===== src/rtl/tdm_pkg.sv =====
package tdm_pkg;
  parameter int CLK_PER_BIT = 2;
  parameter int BITS        = 8;
  parameter int CHANNELS    = 32;
  parameter int USED        = 4;

  localparam int HALF_W     = $clog2(CLK_PER_BIT);
  localparam int BIT_W      = $clog2(BITS);
  localparam int CH_W       = $clog2(CHANNELS);
  localparam int USED_W     = $clog2(USED);
  localparam int CNT_W      = HALF_W + BIT_W + CH_W;
  localparam int FRAME_CLKS = CLK_PER_BIT * BITS * CHANNELS;

  // strobes from the timing control to the datapath
  typedef struct packed {
    logic              frameStart;
    logic              sample;
    logic              rxLoad;
    logic              outEn;
    logic [CH_W-1:0]   chan;
    logic [BIT_W-1:0]  bitIdx;
  } tdm_strobe_t;
endpackage


===== src/rtl/tdm_ctrl.sv =====
module tdm_ctrl
  import tdm_pkg::*;
(
  input  logic        clk,
  input  logic        rstN,
  input  logic        framePulseN,
  input  logic        ctrlEn,
  input  logic        voiceEnA,
  input  logic        voiceEnB,
  output tdm_strobe_t strb
);
  localparam logic [CNT_W-1:0]  LAST_CNT  = CNT_W'(FRAME_CLKS - 1);
  localparam logic [HALF_W-1:0] MID_PHASE = HALF_W'(CLK_PER_BIT / 2 - 1);
  localparam logic [BIT_W-1:0]  LAST_BIT  = BIT_W'(BITS - 1);

  logic [CNT_W-1:0]  cnt;
  logic [HALF_W-1:0] phase;
  logic [BIT_W-1:0]  bitIdx;
  logic [CH_W-1:0]   chan;
  logic [USED-1:0]   enVec;
  logic              slotHit;
  logic [USED_W-1:0] chanSel;

  // clock count within the frame; the frame pulse forces a restart
  always_ff @(posedge clk or negedge rstN) begin
    if (!rstN)             cnt <= '0;
    else if (!framePulseN) cnt <= '0;
    else                   cnt <= cnt + 1'b1;
  end

  assign phase   = cnt[HALF_W-1:0];
  assign bitIdx  = cnt[HALF_W +: BIT_W];
  assign chan    = cnt[HALF_W+BIT_W +: CH_W];
  assign slotHit = chan < CH_W'(USED);
  assign chanSel = chan[USED_W-1:0];

  // channel 0 is receive-only; 1 control; 2 and 3 voice
  assign enVec = {voiceEnB, voiceEnA, ctrlEn, 1'b0};

  always_comb begin
    strb            = '0;
    strb.chan       = chan;
    strb.bitIdx     = bitIdx;
    strb.frameStart = !framePulseN || (cnt == LAST_CNT);
    strb.sample     = (phase == MID_PHASE);
    strb.outEn      = slotHit && enVec[chanSel];
    strb.rxLoad     = strb.sample && slotHit && (bitIdx == LAST_BIT) &&
                      ((chanSel == '0) || enVec[chanSel]);
  end

  p_resync_r2: assert property (@(posedge clk) disable iff (!rstN)
    !framePulseN |=> (cnt == '0));

  p_step_r1: assert property (@(posedge clk) disable iff (!rstN)
    framePulseN |=> (cnt == $past(cnt) + CNT_W'(1)));
endmodule


===== src/rtl/tdm_datapath.sv =====
module tdm_datapath
  import tdm_pkg::*;
(
  input  logic                 clk,
  input  logic                 rstN,
  input  tdm_strobe_t          strb,
  input  logic                 serIn,
  input  logic                 hostWr,
  input  logic [BITS-1:0]      hostData,
  input  logic [BITS-1:0]      voiceTxA,
  input  logic [BITS-1:0]      voiceTxB,
  output logic                 serOut,
  output logic                 serOutEn,
  output logic [USED*BITS-1:0] rxBytes
);
  localparam logic [BIT_W-1:0] LAST_BIT = BIT_W'(BITS - 1);

  logic [BITS-1:0]                hostBuf;
  logic [USED-1:0][BITS-1:0]      txBytes;
  logic [USED-1:0][BITS-1:0]      rxRegs;
  logic [BITS-1:0]                rxShift;
  logic [BITS-1:0]                rxNext;
  logic [USED_W-1:0]              chanSel;

  assign chanSel = strb.chan[USED_W-1:0];
  assign rxNext  = {rxShift[BITS-2:0], serIn};

  // host holding buffer
  always_ff @(posedge clk or negedge rstN) begin
    if (!rstN)       hostBuf <= '0;
    else if (hostWr) hostBuf <= hostData;
  end

  // transmit bytes taken at frame start; a write on that edge bypasses
  always_ff @(posedge clk or negedge rstN) begin
    if (!rstN) begin
      txBytes <= '0;
    end else if (strb.frameStart) begin
      txBytes[0] <= '0;
      txBytes[1] <= hostWr ? hostData : hostBuf;
      txBytes[2] <= voiceTxA;
      txBytes[3] <= voiceTxB;
    end
  end

  // receive shift and per-channel capture
  always_ff @(posedge clk or negedge rstN) begin
    if (!rstN) begin
      rxShift <= '0;
      rxRegs  <= '0;
    end else if (strb.sample) begin
      rxShift <= rxNext;
      if (strb.rxLoad) rxRegs[chanSel] <= rxNext;
    end
  end

  assign rxBytes  = rxRegs;
  assign serOutEn = strb.outEn;
  assign serOut   = strb.outEn ? txBytes[chanSel][LAST_BIT - strb.bitIdx] : 1'b0;

  p_quiet_slots_r3: assert property (@(posedge clk) disable iff (!rstN)
    ((strb.chan >= CH_W'(USED)) || (strb.chan == '0)) |-> (!serOutEn && !serOut));

  p_ctrl_hold_r5: assert property (@(posedge clk) disable iff (!rstN)
    !strb.frameStart |=> $stable(txBytes[1]));

  p_rx_hold_r8: assert property (@(posedge clk) disable iff (!rstN)
    !strb.rxLoad |=> $stable(rxRegs));
endmodule


===== src/rtl/tdm_chan_if.sv =====
module tdm_chan_if
  import tdm_pkg::*;
(
  input  logic                 clk,
  input  logic                 rstN,
  input  logic                 framePulseN,
  input  logic                 serIn,
  input  logic                 hostWr,
  input  logic [BITS-1:0]      hostData,
  input  logic                 ctrlEn,
  input  logic                 voiceEnA,
  input  logic                 voiceEnB,
  input  logic [BITS-1:0]      voiceTxA,
  input  logic [BITS-1:0]      voiceTxB,
  output logic                 serOut,
  output logic                 serOutEn,
  output logic [USED*BITS-1:0] rxBytes
);
  tdm_strobe_t strb;

  tdm_ctrl u_ctrl (
    .clk(clk), .rstN(rstN), .framePulseN(framePulseN),
    .ctrlEn(ctrlEn), .voiceEnA(voiceEnA), .voiceEnB(voiceEnB),
    .strb(strb)
  );

  tdm_datapath u_dp (
    .clk(clk), .rstN(rstN), .strb(strb), .serIn(serIn),
    .hostWr(hostWr), .hostData(hostData),
    .voiceTxA(voiceTxA), .voiceTxB(voiceTxB),
    .serOut(serOut), .serOutEn(serOutEn), .rxBytes(rxBytes)
  );
endmodule


===== config.mk =====
export PLATFORM = sky130hd
export DESIGN_NAME = tdm_chan_if
export DESIGN_NICKNAME = d
export VERILOG_FILES = /design/src/rtl/tdm_pkg.sv /design/src/rtl/tdm_ctrl.sv /design/src/rtl/tdm_datapath.sv /design/src/rtl/tdm_chan_if.sv
export SDC_FILE = /design/constraint.sdc
export NUM_CORES = 1
export LEC_CHECK = 0
export ABC_AREA = 1
export BUFFER_PORTS_ARGS = -buffer_cell sky130_fd_sc_hd__buf_2
export CORE_UTILIZATION = 55
export DETAILED_ROUTE_END_ITERATION = 8
export GPL_TIMING_DRIVEN = 0
export MAX_ROUTING_LAYER = met4
export PLACE_DENSITY = 0.79
export SYNTH_ARGS = -nofsm -noshare
export SYNTH_HDL_FRONTEND = slang
export SYNTH_SLANG_ARGS = --single-unit

===== constraint.sdc =====
create_clock -name clk -period 2.55 [get_ports clk]
set_input_delay 0.255 -clock clk [delete_from_list [all_inputs] [get_ports clk]]
set_output_delay 0.255 -clock clk [all_outputs]
set_load 0.005 [all_outputs]

Word-level counts from Yosys, hierarchy flattened
Cells that the tools add are included.
- word-level logic and storage cells: 41
- register bits after elaboration: 80
- bitwise gates (word level): 1
- equal/unequal tests: 2
- order comparisons: 4
- reduce and logical (&&, ||, !) cells: 10
- mux-type cells: 12
- $add $sub $neg: 2
- operators by type and width (cell ; count):
    32-bit bitwise mux ; 1
    8-bit two-way mux ; 3
    8-bit binary-select mux with 2-bit select ; 1
    8-bit demux with 2-bit select ; 1
    9-bit by 1-bit adder with 9-bit output (second input constant) ; 1
    9-bit == test (second input constant) ; 1
    9-bit two-way mux ; 1
    1-bit logical AND ; 5
    5-bit by 3-bit less-than comparator with 1-bit output (second input constant) ; 1
    3-bit by 4-bit less-than comparator with 1-bit output (second input constant) ; 1
    1-bit binary-select mux with 3-bit select ; 1
    3-bit == test (second input constant) ; 1
    2-bit by 3-bit less-than comparator with 1-bit output (second input constant) ; 1
    1-bit two-way mux ; 3
    3-bit subtractor (first input constant) ; 1
    1-bit binary-select mux with 2-bit select ; 1
    2-bit by 1-bit >= comparator with 1-bit output (second input constant) ; 1
    2-bit logical NOT ; 1
    1-bit logical OR ; 2
    2-bit AND reduction ; 1
    1-bit logical NOT ; 1
    1-bit NOT ; 1

Depth between registers and ports, before layout
Gate-level depths: netlist (run 1).
- depth in word-level cells: 5
- gate-level depth with buffers: 11
- depth with buffers taken out: 9

By module
Synthesis (run 1) repeated with hierarchy kept, for this count alone.
- cells, all modules: 369
- area, all modules: 3480.8 µm²
- modules (own cells, without submodules) (module ; area an instance (µm²) ; seq. area each (µm²) ; cells an instance ; times used):
    tdm_datapath ; 2921.6 ; 1776.7 ; 292 ; 1
    tdm_ctrl ; 559.3 ; 225.2 ; 77 ; 1

Worst setup path before layout (run 1)
No wires, ideal clock.
- path type: register to register
- start point: reg u_ctrl.cnt[0]
- end point: reg u_dp.txBytes[10] in the netlist's numbering
- buffers on the path: 2
- data arrival time: 2.003 ns
- cell stages (with the launch flop): 11
- data required time: 2.422 ns
- setup slack: 0.419 ns
- cell sequence: dfrtp_1 > ha_1 > nand2_1 > nor2_1 > inv_1 > nor4_1 > ha_1 > or2_1 > clkbuf_1 > buf_2 > mux2_1
- longest elaborated chain between the ends: 2
- ends and longest elaborated chain (item ; RTL line ; text):
    start, declared ; tdm_ctrl.sv:16 ; logic [CNT_W-1:0] cnt;
    start signal, assigned ; tdm_ctrl.sv:28 ; else cnt <= cnt + 1'b1;
    9-bit == test ; tdm_ctrl.sv:44 ; strb.frameStart = !framePulseN || (cnt == LAST_CNT);
    1-bit logical OR ; tdm_ctrl.sv:44 ;
    end, declared ; tdm_datapath.sv:19 ; logic [USED-1:0][BITS-1:0] txBytes;
No other way between the ends.
A chain may end at the register's enable or synchronous reset.

Final worst setup path (run 1)
- start point: reg u_ctrl.cnt[1]
- end point: reg u_dp.txBytes[14] in the netlist's numbering
Same word-level chain as after synthesis.

==> flow_summary.json, run 1 <==
{
  "pin_count": 66,
  "place_ws_ps": 16.9,
  "drt_pass1_iterations": 4,
  "cts_sinks": 80,
  "cellPowerDensity_mw_per_mm2": 585,
  "core_area_mm2": 0.00603,
  "grt.total_usage_pct": 25.1,
  "clock_tree.root_cell": "clkbuf_8",
  "place.gp.congestion": 0.839,
  "fmaxAchievable_mhz": 429,
  "routedWlPerCell_um": 14.5,
  "critical_path_class": "flop to flop",
  "drt_iter0_drc": 118,
  "port_buffers": 64,
  "layout_commonest_cell": "dfrtp_1",
  "fin_tns_setup_ps": 0,
  "diodes": 0,
  "cp_data_required_time_ps": 2780,
  "grt_pass1_wl_mm": 11.9,
  "grt_pass1_vias": 2427,
  "tightest_slew_ps": 500,
  "postSynthNetCount": 369,
  "grt_antenna_before_repair": 0,
  "die_y_um": 81.7,
  "dieArea_mm2": 0.00667,
  "r2r_slack_ps": 220,
  "yosysSeqAreaShare_pct": 57.4,
  "fin_util_pct": 68.4,
  "htreeDepth": 3,
  "syn2layout_area_growth_pct": 18.1,
  "min_period_over_period_pct": 91.5,
  "cts_buffers": 9,
  "crit_start": "u_ctrl.cnt[1]",
  "fin_nets": 448,
  "r2r_cells": 10,
  "p_comb_share_pct": 9.0,
  "p_seq_share_pct": 57.5,
  "ys_ff_latch": 80,
  "wl_mm": 7.18,
  "p_int_mw": 1.78,
  "fill_cells": 478,
  "crit_fanout": 10,
  "cts_tree": "built",
  "drv_cap": 0,
  "switchingPower_mw": 0.634,
  "drc": 0,
  "path_clk_slew_ps": 80,
  "netSwitchingFraction_pct": 26.3,
  "worst_r2r_endpoint": "u_dp.txBytes[14]",
  "grt_max_degree": 45,
  "hpwl_mm": 5.14,
  "die_w_um": 81.7,
  "hold_viol_final": 0,
  "vias_per_cell": 5.22,
  "start_util_pct": 57.9,
  "hold_class": "input pin to flop",
  "worstHoldStart": "voiceTxB[6]",
  "reg2reg_from": "u_ctrl.cnt[1]",
  "crit_path_start_kind": "flop",
  "drive_gt1_share_pct": 33.2,
  "layout_common_cells": "dfrtp_1 (79), nand2_1 (69), buf_2 (65)",
  "slew_headroom_pct": 66.6,
  "status": "completed",
  "setup_slack_ps": 218,
  "overflow": 0,
  "power_mw": 2.41,
  "syn_inst": 335,
  "syn_avg_cell_area_um2": 10.4,
  "peakVddDrop_v": 0.000590,
  "clockBufferDepth": 2,
  "post-route-min-period_ps": 2330,
  "yosysUniqueCellTypes": 23,
  "cellLeakagePower_nw": 2.06,
  "endpoint_kind": "flop",
  "whs_path_depth": 3,
  "clock-skew-final_ps": 6.52,
  "rsz0062_at_grt": "false",
  "hold_end": "u_dp.txBytes[30]",
  "yosysWarnings": 0,
  "num_vias": 2579,
  "row_count": 28,
  "maxSlewViolCount": 0,
  "clk_latency_ps": 350,
  "drtAntennaViolNets": 0,
  "clockPowerShare_pct": 33.4,
  "cp.arrival_ps": 2560,
  "setup_violations": 0,
  "synth_area_mm2": 0.00349
}
per-stage QoR:
stage	instances	hold WS [ps]	cell area, µm²
after floorplan	335	-40.6	3490
after global placement	474	460	3900
after detailed placement	475	250	3930
after CTS	492	110	4100
after global routing	494	114	4120
final	494	120	4120
sequential cells by signal, summed over array words and instances (netlist names):
register / flops
u_ctrl.cnt: 9
u_dp.rxShift: 7
u_dp.rxBytes: 32
u_dp.txBytes: 24
u_dp.hostBuf: 8
how the worst max path moves through the flow:
stage	to	slack, ps	cells after the start
finish	u_dp.txBytes[14]	220	10
floorplan	u_dp.txBytes[10]	420	10
global route	u_dp.txBytes[10]	20	10
global placement	u_dp.txBytes[16]	60	10
detailed placement	u_dp.txBytes[17]	20	10
CTS	u_dp.txBytes[12]	0.09	10
worst max-delay path, cell delays in order (launching register included):
cell	delay [ps]
dfrtp_1	450
ha_1	220
nand2_1	60
nor2_1	120
inv_1	100
nor4_1	200
ha_1	190
or2_1	90
clkbuf_1	210
buf_4	230
mux2_1	350
routing by layer:
layer	routed length [µm]	up-vias	global-route usage (%)
li1	-	1258	-
met1	3440	1252	36.0
met2	3290	55	35.1
met3	301	14	3.78
met4	148	0	11.6
met5	0	-	-
power groups by stage:
stage               Clock (mW)  Combinational [mW]  Sequential, mW
floorplan                    0               0.124            1.40
global placement             0               0.201            1.41
detailed placement           0               0.213            1.41
CTS                      0.821               0.216            1.39
global route             0.872               0.249            1.39
finish                   0.807               0.217            1.39
final cells by class:
cell class	instances	area, µm²	share of cell area, %
Buffer	12	85.1	2.06
Clock buffer	11	131	3.19
Clock inverter	5	33.8	0.819
Inverter	32	120	2.91
Multi-Input combinational cell	211	1290	31.2
Sequential cell	80	2000	48.6
Tap cell	75	93.8	2.28
Timing Repair Buffer	68	368	8.92
kinds of logic (layout without fill, tap and decap cells):
logic type | after synthesis | count (layout) | synth area share [%]
buffers and inverters | 44 | 128 | 5.74
AND/OR/NAND/NOR | 121 | 121 | 16.3
adder cells (fa/ha/maj) | 2 | 2 | 0.717
multiplexers | 25 | 25 | 8.07
AO/OA/AOI/OAI | 63 | 63 | 11.8
flip-flops | 80 | 80 | 57.4
synthesized netlist by cell type, drive strengths merged:
| library cell | n | area share, % |
|---|---|---|
| nor2 | 18 | 1.9 |
| inv | 32 | 3.4 |
| ha | 2 | 0.72 |
| or2 | 1 | 0.18 |
| nand2 | 78 | 9.0 |
| nor4 | 1 | 0.18 |
| nor3 | 7 | 1.6 |
| clkbuf | 4 | 0.43 |
| buf | 8 | 1.9 |
| dfrtp | 80 | 57 |
| o21ai | 54 | 10 |
| o22ai | 1 | 0.18 |
| nand3 | 16 | 3.4 |
| mux2 | 25 | 8.1 |
| a21oi | 8 | 1.1 |
timing repair:
action                                  CTS  global route
endpoints found under the setup margin    0            23
buffers inserted                          0             2
hold buffers                              1             0
gates resized for setup                   0             5
endpoints found under the hold margin    36             0
(Power assumes the default switching activity.)
==> run 2, diff against run 1 <==
--- a/config.mk
+++ b/config.mk
@@ -7,11 +7,13 @@
 export LEC_CHECK = 0
 export ABC_AREA = 1
 export BUFFER_PORTS_ARGS = -buffer_cell sky130_fd_sc_hd__buf_2
-export CORE_UTILIZATION = 55
+export CORE_UTILIZATION = 57
+export CTS_BUF_LIST = sky130_fd_sc_hd__clkbuf_4
 export DETAILED_ROUTE_END_ITERATION = 8
 export GPL_TIMING_DRIVEN = 0
 export MAX_ROUTING_LAYER = met4
-export PLACE_DENSITY = 0.79
+export PLACE_DENSITY = 0.82
 export SYNTH_ARGS = -nofsm -noshare
 export SYNTH_HDL_FRONTEND = slang
+export SYNTH_HIERARCHICAL = 1
 export SYNTH_SLANG_ARGS = --single-unit
==> run 2 against run 1 <==
Net effect:
- the run now ends with DRC left
- first-iteration DRC count is 53% higher
- global-route usage is 0.94 points lower
- clock skew up 14 ps
- final area is 1.6% lower
- die area down 4.3%
- setup slack improved by 77 ps
- worst hold slack got worse by 83 ps
- sequential cell count did not move
- critical endpoint is now serOut
- highest routed layer unchanged
==> flow_summary.json, run 2 <==
{
  "synth_area_mm2": 0.00346,
  "num_vias": 2671,
  "fin_tns_setup_ps": 0,
  "syn_inst": 366,
  "slowest_stage": "dfrtp_1",
  "clock-skew-final_ps": 20.5,
  "drt_pass1_iterations": 8,
  "crit_path_start_kind": "flop",
  "min_period_over_period_pct": 88.4,
  "cp.buffers_inverters": 4,
  "endpoint_kind": "primary output",
  "hold_class": "input pin to flop",
  "fin_cells": 523,
  "hold_viol_final": 0,
  "layout_common_cells": "nand2_1 (82), dfrtp_1 (80), buf_2 (69)",
  "power_mw": 2.39,
  "grt.total_usage_pct": 24.1,
  "hold_end": "u_dp/txBytes[26]",
  "post-place-cells": 506,
  "dieArea_mm2": 0.00638,
  "hpwl_mm": 5.16,
  "die_y_um": 79.9,
  "postSynthNetCount": 400,
  "rsz0062_at_grt": "false",
  "maxSlewViolCount": 0,
  "tightest_slew_ps": 524,
  "yosysWarnings": 6,
  "drt_iter0_drc": 181,
  "cts_buffers": 9,
  "fill_cells": 446,
  "syn_avg_cell_area_um2": 9.45,
  "post-route-min-period_ps": 2260,
  "r2r_cells": 9,
  "cts_tree": "built",
  "critPathMaxStageDelay_ps": 420,
  "grt_max_degree": 42,
  "overflow": 0,
  "wl_mm": 6.98,
  "pin_count": 66,
  "cp_data_required_time_ps": 2300,
  "fin_util_pct": 68.9,
  "cp.arrival_ps": 2000,
  "cellLeakagePower_nw": 2.12,
  "clk_latency_ps": 430,
  "htreeDepth": 3,
  "start_util_pct": 58.8,
  "place.gp.congestion": 0.893,
  "clockBufferDepth": 2,
  "core_area_mm2": 0.00589,
  "grt_antenna_before_repair": 0,
  "syn2layout_area_growth_pct": 17.3,
  "peakVddDrop_v": 0.000336,
  "drv_cap": 0,
  "row_count": 28,
  "whs_path_depth": 3,
  "layout_commonest_cell": "nand2_1",
  "reg2reg_from": "u_ctrl/cnt[0]",
  "place_area_mm2": 0.00389,
  "final_area_mm2": 0.00406,
  "critical_path_class": "flop to primary output",
  "worst_r2r_endpoint": "u_dp/txBytes[20]",
  "multi_input_area_mm2": 0.00120,
  "cpMostUsedCell": "nor2_1",
  "port_buffers": 64,
  "worstHoldStart": "voiceTxB[2]",
  "die_w_um": 79.9,
  "routedWlPerCell_um": 13.3,
  "violations": "DRC",
  "drive_gt1_share_pct": 30.1,
  "path_clk_slew_ps": 130,
  "fin_nets": 477,
  "grt_pass1_wl_mm": 11.3,
  "r2r_slack_ps": 440,
  "status": "finished, violations left",
  "largest_reg_flops": 32,
  "setup_violations": 0,
  "clock_tree.root_cell": "clkbuf_4",
  "cts_setup_buffers": 0,
  "grt_pass1_vias": 2500,
  "cts_resized": 0,
  "holdBufCountCts": 1,
  "drc": 2,
  "register_area_mm2": 0.00200,
  "vias_per_cell": 5.11,
  "diodes": 0,
  "crit_family": "simple AND/OR/NAND/NOR gates",
  "worstPathCellList": "buf_4 -> buf_4 -> inv_2 -> nor2_2 -> nand2_1 -> o21ai_1 -> nor2_1 -> nor2_1 -> nor2_1 -> nor2_1 -> buf_2",
  "slew_headroom_pct": 65.1,
  "fmaxAchievable_mhz": 443,
  "cts_sinks": 80,
  "crit_fanout": 10,
  "drtAntennaViolNets": 0,
  "cellPowerDensity_mw_per_mm2": 590
}
run 2: layout make-up:
class,instances,share of cell area [%]
flip-flops and latches,80,49.4
multi-input cells,229,29.6
repair buffers,66,8.70
inverters,40,3.70
plain buffers,17,2.59
well taps,75,2.31
clock inverters,7,2.07
clock buffers,9,1.67
run 2: metal layers:
metal | GRT usage (%) | part of all wire, % | up-vias
met4 | 10.2 | 0.21 | 0
met1 | 30.8 | 46 | 1285
met2 | 38.1 | 50 | 65
met3 | 4.34 | 4.3 | 2
li1 | - | - | 1319
met5 | - | 0 | -
run 2: metrics by stage:
step	setup WS, ps	hold slack, ps
2_1_floorplan	687	-40.6
3_3_place_gp	537	465
3_5_place_dp	474	266
4_1_cts	260	11.1
5_1_grt	91.7	5.00
6_report	295	37.1
run 2: worst max path at each step:
stage | start | to | slack [ps] | cells after the start
final | u_ctrl/cnt[4] | serOut | 290 | 11
after global routing | u_ctrl/cnt[4] | serOut | 90 | 11
after CTS | u_ctrl/cnt[4] | serOut | 260 | 11
after detailed placement | u_ctrl/cnt[0] | u_dp/txBytes[22] | 470 | 9
after global placement | u_ctrl/cnt[1] | u_dp/txBytes[9] | 540 | 9
after floorplan | u_ctrl/cnt[1] | u_dp/txBytes[19] | 690 | 9
run 2: where the power goes:
group          total [mW]  switching (mW)  internal [mW]
combinational       0.220           0.128         0.0922
sequential           1.38          0.0378           1.35
clock               0.788           0.471          0.317
total                2.39           0.637           1.76
run 2: worst reg2reg max path, delay by kind of cell, from the launching register on:
family,cells,cell delay [ps]
AND/OR/NAND/NOR,4,580
flip-flops,1,450
adder cells (fa/ha/maj),2,380
buffers and inverters,2,300
multiplexers,1,300
